`src/rtl/bom_pkg.sv`:
```
// Package: shared default dimensions for the bit-oriented message transmitter.
// Assumes: the codeword is prefix ones, a zero, the code bits, and a closing zero.
package bom_pkg;
    localparam int BOM_PREFIX_ONES = 8;
    localparam int BOM_CODE_W      = 6;
    localparam int BOM_CNT_W       = 4;
    localparam int BOM_MIN_REPS    = 10;
endpackage

```
`src/rtl/bom_seq.sv`:
```
// Module: bom_seq
// Purpose: tracks the position within the current codeword, latches the code
//          at the start of each codeword, and supplies the bit for every
//          bit_en that belongs to a codeword.
// Assumes: bit_en is a single-cycle qualifier per line bit; send is sampled on
//          bit_en cycles only when no codeword is in progress.
module bom_seq #(
    parameter int PREFIX_ONES = bom_pkg::BOM_PREFIX_ONES,
    parameter int CODE_W      = bom_pkg::BOM_CODE_W
) (
    input  logic              clk,
    input  logic              rst_n,
    input  logic              bit_en,
    input  logic              send,
    input  logic [CODE_W-1:0] code,
    output logic              word_sel,
    output logic              word_bit,
    output logic              word_end
);
    localparam int WORD_LEN = PREFIX_ONES + CODE_W + 2;
    localparam int POS_W    = $clog2(WORD_LEN);
    localparam logic [POS_W-1:0] LAST_POS = POS_W'(WORD_LEN - 1);

    logic              busy;
    logic [POS_W-1:0]  pos;
    logic [CODE_W-1:0] code_l;
    logic [CODE_W-1:0] code_src;
    logic [WORD_LEN-1:0] word_vec;

    // Code source: live input on the starting bit, latched copy afterwards.
    assign code_src = busy ? code_l : code;

    // Build the codeword, one bit per position.
    for (genvar i = 0; i < WORD_LEN; i++) begin : g_word
        if (i < PREFIX_ONES) begin : g_one
            assign word_vec[i] = 1'b1;
        end else if (i == PREFIX_ONES || i == WORD_LEN - 1) begin : g_zero
            assign word_vec[i] = 1'b0;
        end else begin : g_code
            assign word_vec[i] = code_src[i-PREFIX_ONES-1];
        end
    end

    // Select the current codeword bit and the codeword status strobes.
    always_comb begin
        word_sel = busy | send;
        word_bit = busy ? word_vec[pos] : word_vec[0];
        word_end = bit_en & busy & (pos == LAST_POS);
    end

    // Advance the position, start new codewords and finish codewords.
    always_ff @(posedge clk) begin
        if (!rst_n) begin
            busy   <= 1'b0;
            pos    <= '0;
            code_l <= '0;
        end else if (bit_en) begin
            if (!busy && send) begin
                busy   <= 1'b1;
                pos    <= POS_W'(1);
                code_l <= code;
            end else if (busy) begin
                if (pos == LAST_POS) begin
                    busy <= 1'b0;
                    pos  <= '0;
                end else begin
                    pos <= pos + 1'b1;
                end
            end
        end
    end

    AST_WORD_STARTS: assert property (@(posedge clk) disable iff (!rst_n)
        (bit_en && !busy && send) |=> busy);
    AST_WORD_FINISHES: assert property (@(posedge clk) disable iff (!rst_n)
        (bit_en && busy && pos != LAST_POS) |=> busy);
    AST_POS_STEPS: assert property (@(posedge clk) disable iff (!rst_n)
        (bit_en && busy && pos != LAST_POS) |=> (pos == $past(pos) + 1'b1));
    AST_CODE_HELD: assert property (@(posedge clk) disable iff (!rst_n)
        (busy && !word_end) |=> $stable(code_l));
endmodule

```
`src/rtl/bom_out_mux.sv`:
```
// Module: bom_out_mux
// Purpose: registers the line bit, choosing the codeword bit, the
//          pass-through data or ones idle, updated only on bit_en.
// Assumes: word_sel and word_bit come from bom_seq in the same cycle.
module bom_out_mux (
    input  logic clk,
    input  logic rst_n,
    input  logic bit_en,
    input  logic word_sel,
    input  logic word_bit,
    input  logic pass_sel,
    input  logic link_in,
    output logic dl_out
);
    // Output register: codeword bit, pass-through data or ones idle.
    always_ff @(posedge clk) begin
        if (!rst_n) begin
            dl_out <= 1'b1;
        end else if (bit_en) begin
            if (word_sel) begin
                dl_out <= word_bit;
            end else begin
                dl_out <= pass_sel ? link_in : 1'b1;
            end
        end
    end

    AST_HOLD_NO_EN: assert property (@(posedge clk) disable iff (!rst_n)
        !bit_en |=> $stable(dl_out));
    AST_IDLE_ONES: assert property (@(posedge clk) disable iff (!rst_n)
        (bit_en && !word_sel && !pass_sel) |=> dl_out);
endmodule

```
`src/rtl/bom_rep_cnt.sv`:
```
// Module: bom_rep_cnt
// Purpose: counts complete codewords sent while send is high, saturating,
//          and flags when the minimum repetition count is reached.
// Assumes: word_end pulses once per finished codeword; clearing on send low
//          has priority over counting.
module bom_rep_cnt #(
    parameter int CNT_W    = bom_pkg::BOM_CNT_W,
    parameter int MIN_REPS = bom_pkg::BOM_MIN_REPS
) (
    input  logic             clk,
    input  logic             rst_n,
    input  logic             send,
    input  logic             word_end,
    output logic [CNT_W-1:0] rep_count,
    output logic             rep_done
);
    localparam logic [CNT_W-1:0] CNT_MAX = {CNT_W{1'b1}};
    localparam logic [CNT_W-1:0] CNT_MIN = CNT_W'(MIN_REPS);

    // Repetition counter: clear when idle, count finished words, saturate.
    always_ff @(posedge clk) begin
        if (!rst_n) begin
            rep_count <= '0;
        end else if (!send) begin
            rep_count <= '0;
        end else if (word_end && rep_count != CNT_MAX) begin
            rep_count <= rep_count + 1'b1;
        end
    end

    // Minimum-send flag.
    assign rep_done = (rep_count >= CNT_MIN);

    AST_CLEAR_IDLE: assert property (@(posedge clk) disable iff (!rst_n)
        !send |=> (rep_count == '0));
    AST_NO_OVERFLOW: assert property (@(posedge clk) disable iff (!rst_n)
        (send && rep_count == CNT_MAX) |=> (rep_count == CNT_MAX));
    AST_STEP_ONE: assert property (@(posedge clk) disable iff (!rst_n)
        send |=> (rep_count == $past(rep_count) || rep_count == $past(rep_count) + 1'b1));
endmodule

```
`src/rtl/bom_tx.sv`:
```
// Module: bom_tx
// Purpose: top of the bit-oriented message transmitter; joins the codeword
//          sequencer, the output register and the repetition counter.
// Assumes: one line bit per bit_en cycle; synchronous active-low reset.
module bom_tx #(
    parameter int PREFIX_ONES = bom_pkg::BOM_PREFIX_ONES,
    parameter int CODE_W      = bom_pkg::BOM_CODE_W,
    parameter int CNT_W       = bom_pkg::BOM_CNT_W,
    parameter int MIN_REPS    = bom_pkg::BOM_MIN_REPS
) (
    input  logic              clk,
    input  logic              rst_n,
    input  logic              bit_en,
    input  logic              send,
    input  logic [CODE_W-1:0] code,
    input  logic              pass_sel,
    input  logic              link_in,
    output logic              dl_out,
    output logic [CNT_W-1:0]  rep_count,
    output logic              rep_done
);
    logic word_sel;
    logic word_bit;
    logic word_end;

    bom_seq #(
        .PREFIX_ONES (PREFIX_ONES),
        .CODE_W      (CODE_W)
    ) u_seq (
        .clk      (clk),
        .rst_n    (rst_n),
        .bit_en   (bit_en),
        .send     (send),
        .code     (code),
        .word_sel (word_sel),
        .word_bit (word_bit),
        .word_end (word_end)
    );

    bom_out_mux u_mux (
        .clk      (clk),
        .rst_n    (rst_n),
        .bit_en   (bit_en),
        .word_sel (word_sel),
        .word_bit (word_bit),
        .pass_sel (pass_sel),
        .link_in  (link_in),
        .dl_out   (dl_out)
    );

    bom_rep_cnt #(
        .CNT_W    (CNT_W),
        .MIN_REPS (MIN_REPS)
    ) u_cnt (
        .clk       (clk),
        .rst_n     (rst_n),
        .send      (send),
        .word_end  (word_end),
        .rep_count (rep_count),
        .rep_done  (rep_done)
    );
endmodule

```
`config.mk`:
```
export PLATFORM = sky130hd
export DESIGN_NAME = bom_tx
export DESIGN_NICKNAME = d
export VERILOG_FILES = /design/src/rtl/bom_pkg.sv /design/src/rtl/bom_seq.sv /design/src/rtl/bom_out_mux.sv /design/src/rtl/bom_rep_cnt.sv /design/src/rtl/bom_tx.sv
export SDC_FILE = /design/constraint.sdc
export NUM_CORES = 1
export LEC_CHECK = 0
export ABC_AREA = 0
export BUFFER_PORTS_ARGS = -buffer_cell sky130_fd_sc_hd__clkbuf_2
export CAP_MARGIN = 20
export CORE_MARGIN = 3
export CORE_UTILIZATION = 30
export CTS_CLUSTER_SIZE = 8
export DETAILED_ROUTE_END_ITERATION = 16
export GPL_ROUTABILITY_DRIVEN = 0
export SLEW_MARGIN = 0
export SYNTH_ARGS = -nofsm -noshare
export SYNTH_HDL_FRONTEND = slang
export SYNTH_SLANG_ARGS = --single-unit
export TNS_END_PERCENT = 100
```
`constraint.sdc`:
```
create_clock -name clk -period 1.3 [get_ports clk]
set_input_delay 0.39 -clock clk [delete_from_list [all_inputs] [get_ports clk]]
set_output_delay 0.39 -clock clk [all_outputs]
set_load 0.1 [all_outputs]
```
==> impl_table.tex <==
\begin{tabular}{lr}
\hline
Metric & Value \\
\hline
\multicolumn{2}{l}{\textbf{Critical path}} \\
\quad Highest fanout seen on the critical path & 3 \\
\quad Startpoint class of the critical path & register \\
\quad Worst Path Required & 0.91 ns \\
\quad Startpoint-to-endpoint class of the critical path & reg -> out \\
\quad CP endpoint kind & output pin \\
\quad Worst endpoint data arrival time & 1.29 ns \\
\multicolumn{2}{l}{\textbf{Layout}} \\
\quad Area of the multi-input gates & 601 sq um \\
\quad Sequential cell area in the final layout & 343 sq um \\
\quad Area growth from synthesis to layout & 65.2\% \\
\quad Ratio of cells with drive above 1 in the final layout & 51.7\% \\
\quad Filler instances & 233 \\
\quad Diodes inserted & 0 \\
\quad Layout Utilization & 55.3\% \\
\quad Count of non-filler cells in the finished layout & 173 \\
\quad Area of all placed cells without fillers & 1450 sq um \\
\quad Layout Nets & 159 \\
\multicolumn{2}{l}{\textbf{Logic synthesis}} \\
\quad Seq cells post-synth & 16 \\
\quad Number of enable flip-flop cells after synthesis & 0 \\
\quad Most used flip-flop cell after synthesis & sky130\_fd\_sc\_hd\_\_dfxtp\_1 \\
\quad Area leader, netlist & sky130\_fd\_sc\_hd\_\_dfxtp\_1 \\
\quad Mean instance size in the synthesized netlist & 8.83 sq um \\
\quad Most numerous cell in the Yosys netlist & sky130\_fd\_sc\_hd\_\_dfxtp\_1 \\
\quad Top cells by area, synth & sky130\_fd\_sc\_hd\_\_dfxtp\_1 37\%, sky130\_fd\_sc\_hd\_\_mux2i\_1 13\%, sky130\_fd\_sc\_hd\_\_nor2b\_1 5.7\% \\
\quad Net count after synthesis & 114 \\
\quad Proportion of register bits with asynchronous set or reset after synthesis & 0\% \\
\quad Commonest cells in the synthesized netlist & 16 x sky130\_fd\_sc\_hd\_\_dfxtp\_1, 11 x sky130\_fd\_sc\_hd\_\_mux2i\_1, 8 x sky130\_fd\_sc\_hd\_\_nand2\_1, 8 x sky130\_fd\_sc\_hd\_\_nor2b\_1 \\
\quad Area of the mapped netlist & 875 sq um \\
\quad Synth warn & 0 \\
\quad Sequential area share after synthesis & 36.6\% \\
\quad Area share of the largest cell type after synthesis & 36.6\% \\
\quad Number of library cell types mapped by synthesis & 33 \\
\quad Cell count after synthesis & 99 \\
\multicolumn{2}{l}{\textbf{STA}} \\
\quad Worst rel slew slack & 83.5\% \\
\quad Sum of negative setup slack & -1.05 ns \\
\quad Worst Slack Setup Final & -0.378 ns \\
\quad Highest Clock Rate & 0.596 GHz \\
\quad Hold WS & 0.361 ns \\
\quad Crit path time final & 1.68 ns \\
\quad Tcrit/Tclk final & 129\% \\
\quad Largest clock skew in the final design & 0.00748 ns \\
\quad RSZ-0062 raised after global routing & true \\
\quad Pins over their slew limit & 0 \\
\quad Least-Margin Pin Slew & 0.246 ns \\
\quad Hold Violations, Final & 0 \\
\quad Setup-violating endpoint count in the final report & 6 \\
\multicolumn{2}{l}{\textbf{Placed design}} \\
\quad Placed standard-cell area & 1240 sq um \\
\quad Cell Count Post-Placement & 158 \\
\quad Count of buffers inserted at the top-level ports & 17 \\
\quad Placed wire-length estimate & 1.50 mm \\
\quad DP Worst Slack & -0.144 ns \\
\multicolumn{2}{l}{\textbf{CTS}} \\
\quad CTS tree & done \\
\quad Buffer cell driving the clock tree root & sky130\_fd\_sc\_hd\_\_clkbuf\_4 \\
\quad Inserted Clock Buffers & 3 \\
\quad Clock sinks & 16 \\
\quad H-Tree Depth & 1 \\
\quad Worst-path clk slew & 0.10 ns \\
\quad Worst-Skew Late Latency & 0.28 ns \\
\quad Clock buffer depth & 2 \\
\multicolumn{2}{l}{\textbf{Global route}} \\
\quad GRT Residual Overflow & 0 \\
\quad Overall Global Routing Usage & 13.7\% \\
\quad Largest net degree at the start of global routing & 13 \\
\quad Layer with the highest usage after global routing & met2 \\
\quad Number of global-route vias before repair & 858 \\
\quad Global-route track usage on met3 & 2.16\% \\
\quad Global-route wire length before repair & 3.75 mm \\
\quad Met1 Use GR & 15.0\% \\
\quad Initial antenna violation count & 0 \\
\quad Met2 layer usage reported by global route & 25.3\% \\
\multicolumn{2}{l}{\textbf{Die}} \\
\quad Number of top-level design ports & 18 \\
\quad Standard-cell rows & 18 \\
\quad Initial core utilization & 33.5\% \\
\quad Core ar. & 2610 sq um \\
\quad Total die area & 3600 sq um \\
\quad Die span in y & 60.0 um \\
\quad Die Wd & 60.0 um \\
\multicolumn{2}{l}{\textbf{Run status}} \\
\quad Outcome & finished with violations \\
\quad Violations in the final reports & setup timing \\
\multicolumn{2}{l}{\textbf{Routing}} \\
\quad Post-DRT Antenna Nets & 0 \\
\quad Number of design-rule violations left by the first detailed-router iteration & 17 \\
\quad Total number of vias & 856 \\
\quad Post-route DRC violation count & 0 \\
\quad Average via count per standard cell & 4.95 \\
\quad Iteration count of the initial detailed-routing pass & 4 \\
\quad Routed length per placed instance & 12.1 um \\
\quad Detailed Route WL & 2.09 mm \\
\multicolumn{2}{l}{\textbf{Run}} \\
\quad Count of max-cap constraint violations & 0 \\
\multicolumn{2}{l}{\textbf{Power}} \\
\quad Final Total Pwr & 0.948 mW \\
\quad Maximum resistive drop on vdd & 0.000512 V \\
\quad Power per Cell Area & 656 nW/um\^{}2 \\
\quad Total leakage power & 0.632 nW \\
\multicolumn{2}{l}{\textbf{Min path}} \\
\quad Path type of the worst min-delay path & in -> reg \\
\hline
\end{tabular}
## cell families (layout without fill, tap and decap cells)
group / after synthesis / after routing / share of synthesized area, %
AND/OR/NAND/NOR: 36 / 36 / 23.6
adder cells (fa/ha/maj): 3 / 3 / 4.29
XOR/XNOR: 2 / 2 / 2.00
AO/OA/AOI/OAI: 21 / 21 / 14.7
buffers and inverters: 9 / 53 / 4.86
multiplexers: 12 / 12 / 13.9
flip-flops: 16 / 16 / 36.6
## metal layers
metal  part of all wire (%)  wire length, um  vias up
met1                     42              869      399
met4                   0.91               19        0
li1                       -                -      440
met3                    3.8               79        2
met5                      0                0        -
met2                     54             1120       15
## cell type report
cell class                 instances  share of cell area (%)
tap                               30                    2.60
inverter                           3                   0.952
timing repair buffer              46                    29.4
sequential                        16                    23.7
multi-input combinational         74                    41.6
clock buffer                       4                    1.82
## worst paths after layout
check / slack, ns / start / depth (start not counted) / endpoint
max reg2reg: -0.10 / u_cnt.rep_count[1]$_SDFFE_PN0P_ / 6 / u_cnt.rep_count[3]$_SDFFE_PN0P_
min reg2reg: 0.53 / u_seq.code_l[2]$_SDFFE_PN0P_ / 2 / u_seq.code_l[2]$_SDFFE_PN0P_
min: 0.36 / code[0] / 3 / u_seq.code_l[0]$_SDFFE_PN0P_
max: -0.38 / u_cnt.rep_count[1]$_SDFFE_PN0P_ / 3 / rep_done
## sequential cells by signal, summed over array words and instances (netlist names)
signal / count
u_cnt.rep_count: 4
u_mux.dl_out: 1
u_seq.busy: 1
u_seq.code_l: 6
u_seq.pos: 4
## cell usage in the layout (no fill, tap or decap), types with 2 or more instances in the layout
master	n
sky130_fd_sc_hd__buf_4	23
sky130_fd_sc_hd__mux2i_1	11
sky130_fd_sc_hd__clkbuf_2	11
sky130_fd_sc_hd__nand2_1	8
sky130_fd_sc_hd__nor2b_1	8
sky130_fd_sc_hd__dfxtp_1	8
sky130_fd_sc_hd__nor2_1	7
sky130_fd_sc_hd__buf_12	7
sky130_fd_sc_hd__a21oi_1	5
sky130_fd_sc_hd__buf_6	5
sky130_fd_sc_hd__dfxtp_4	5
sky130_fd_sc_hd__o21ai_0	4
sky130_fd_sc_hd__nand3_1	3
sky130_fd_sc_hd__ha_4	3
sky130_fd_sc_hd__clkbuf_4	3
sky130_fd_sc_hd__dfxtp_2	3
sky130_fd_sc_hd__nand3_4	2
sky130_fd_sc_hd__a21oi_2	2
sky130_fd_sc_hd__inv_1	2
## worst max-delay path, cell delays in order, from the launching register on
cell                      delay [ns]
sky130_fd_sc_hd__dfxtp_4        0.37
sky130_fd_sc_hd__buf_6          0.11
sky130_fd_sc_hd__o31a_4         0.35
sky130_fd_sc_hd__buf_12         0.17
## repair_timing
| action | CTS | global route |
|---|---|---|
| hold endpoints to repair | 0 | 0 |
| resized for setup | 13 | 13 |
| pin swaps | 5 | 5 |
| hold buffers | 0 | 0 |
| setup endpoints to repair | 9 | 10 |
| buffers inserted | 7 | 4 |
## power breakdown
group          internal [mW]  leakage [nW]  switching (mW)  total, mW
clock                  0.119        0.0150           0.154      0.273
combinational         0.0833         0.482          0.0797      0.163
sequential             0.498         0.135          0.0131      0.511
Note: power is estimated with default switching activity, not from simulation.
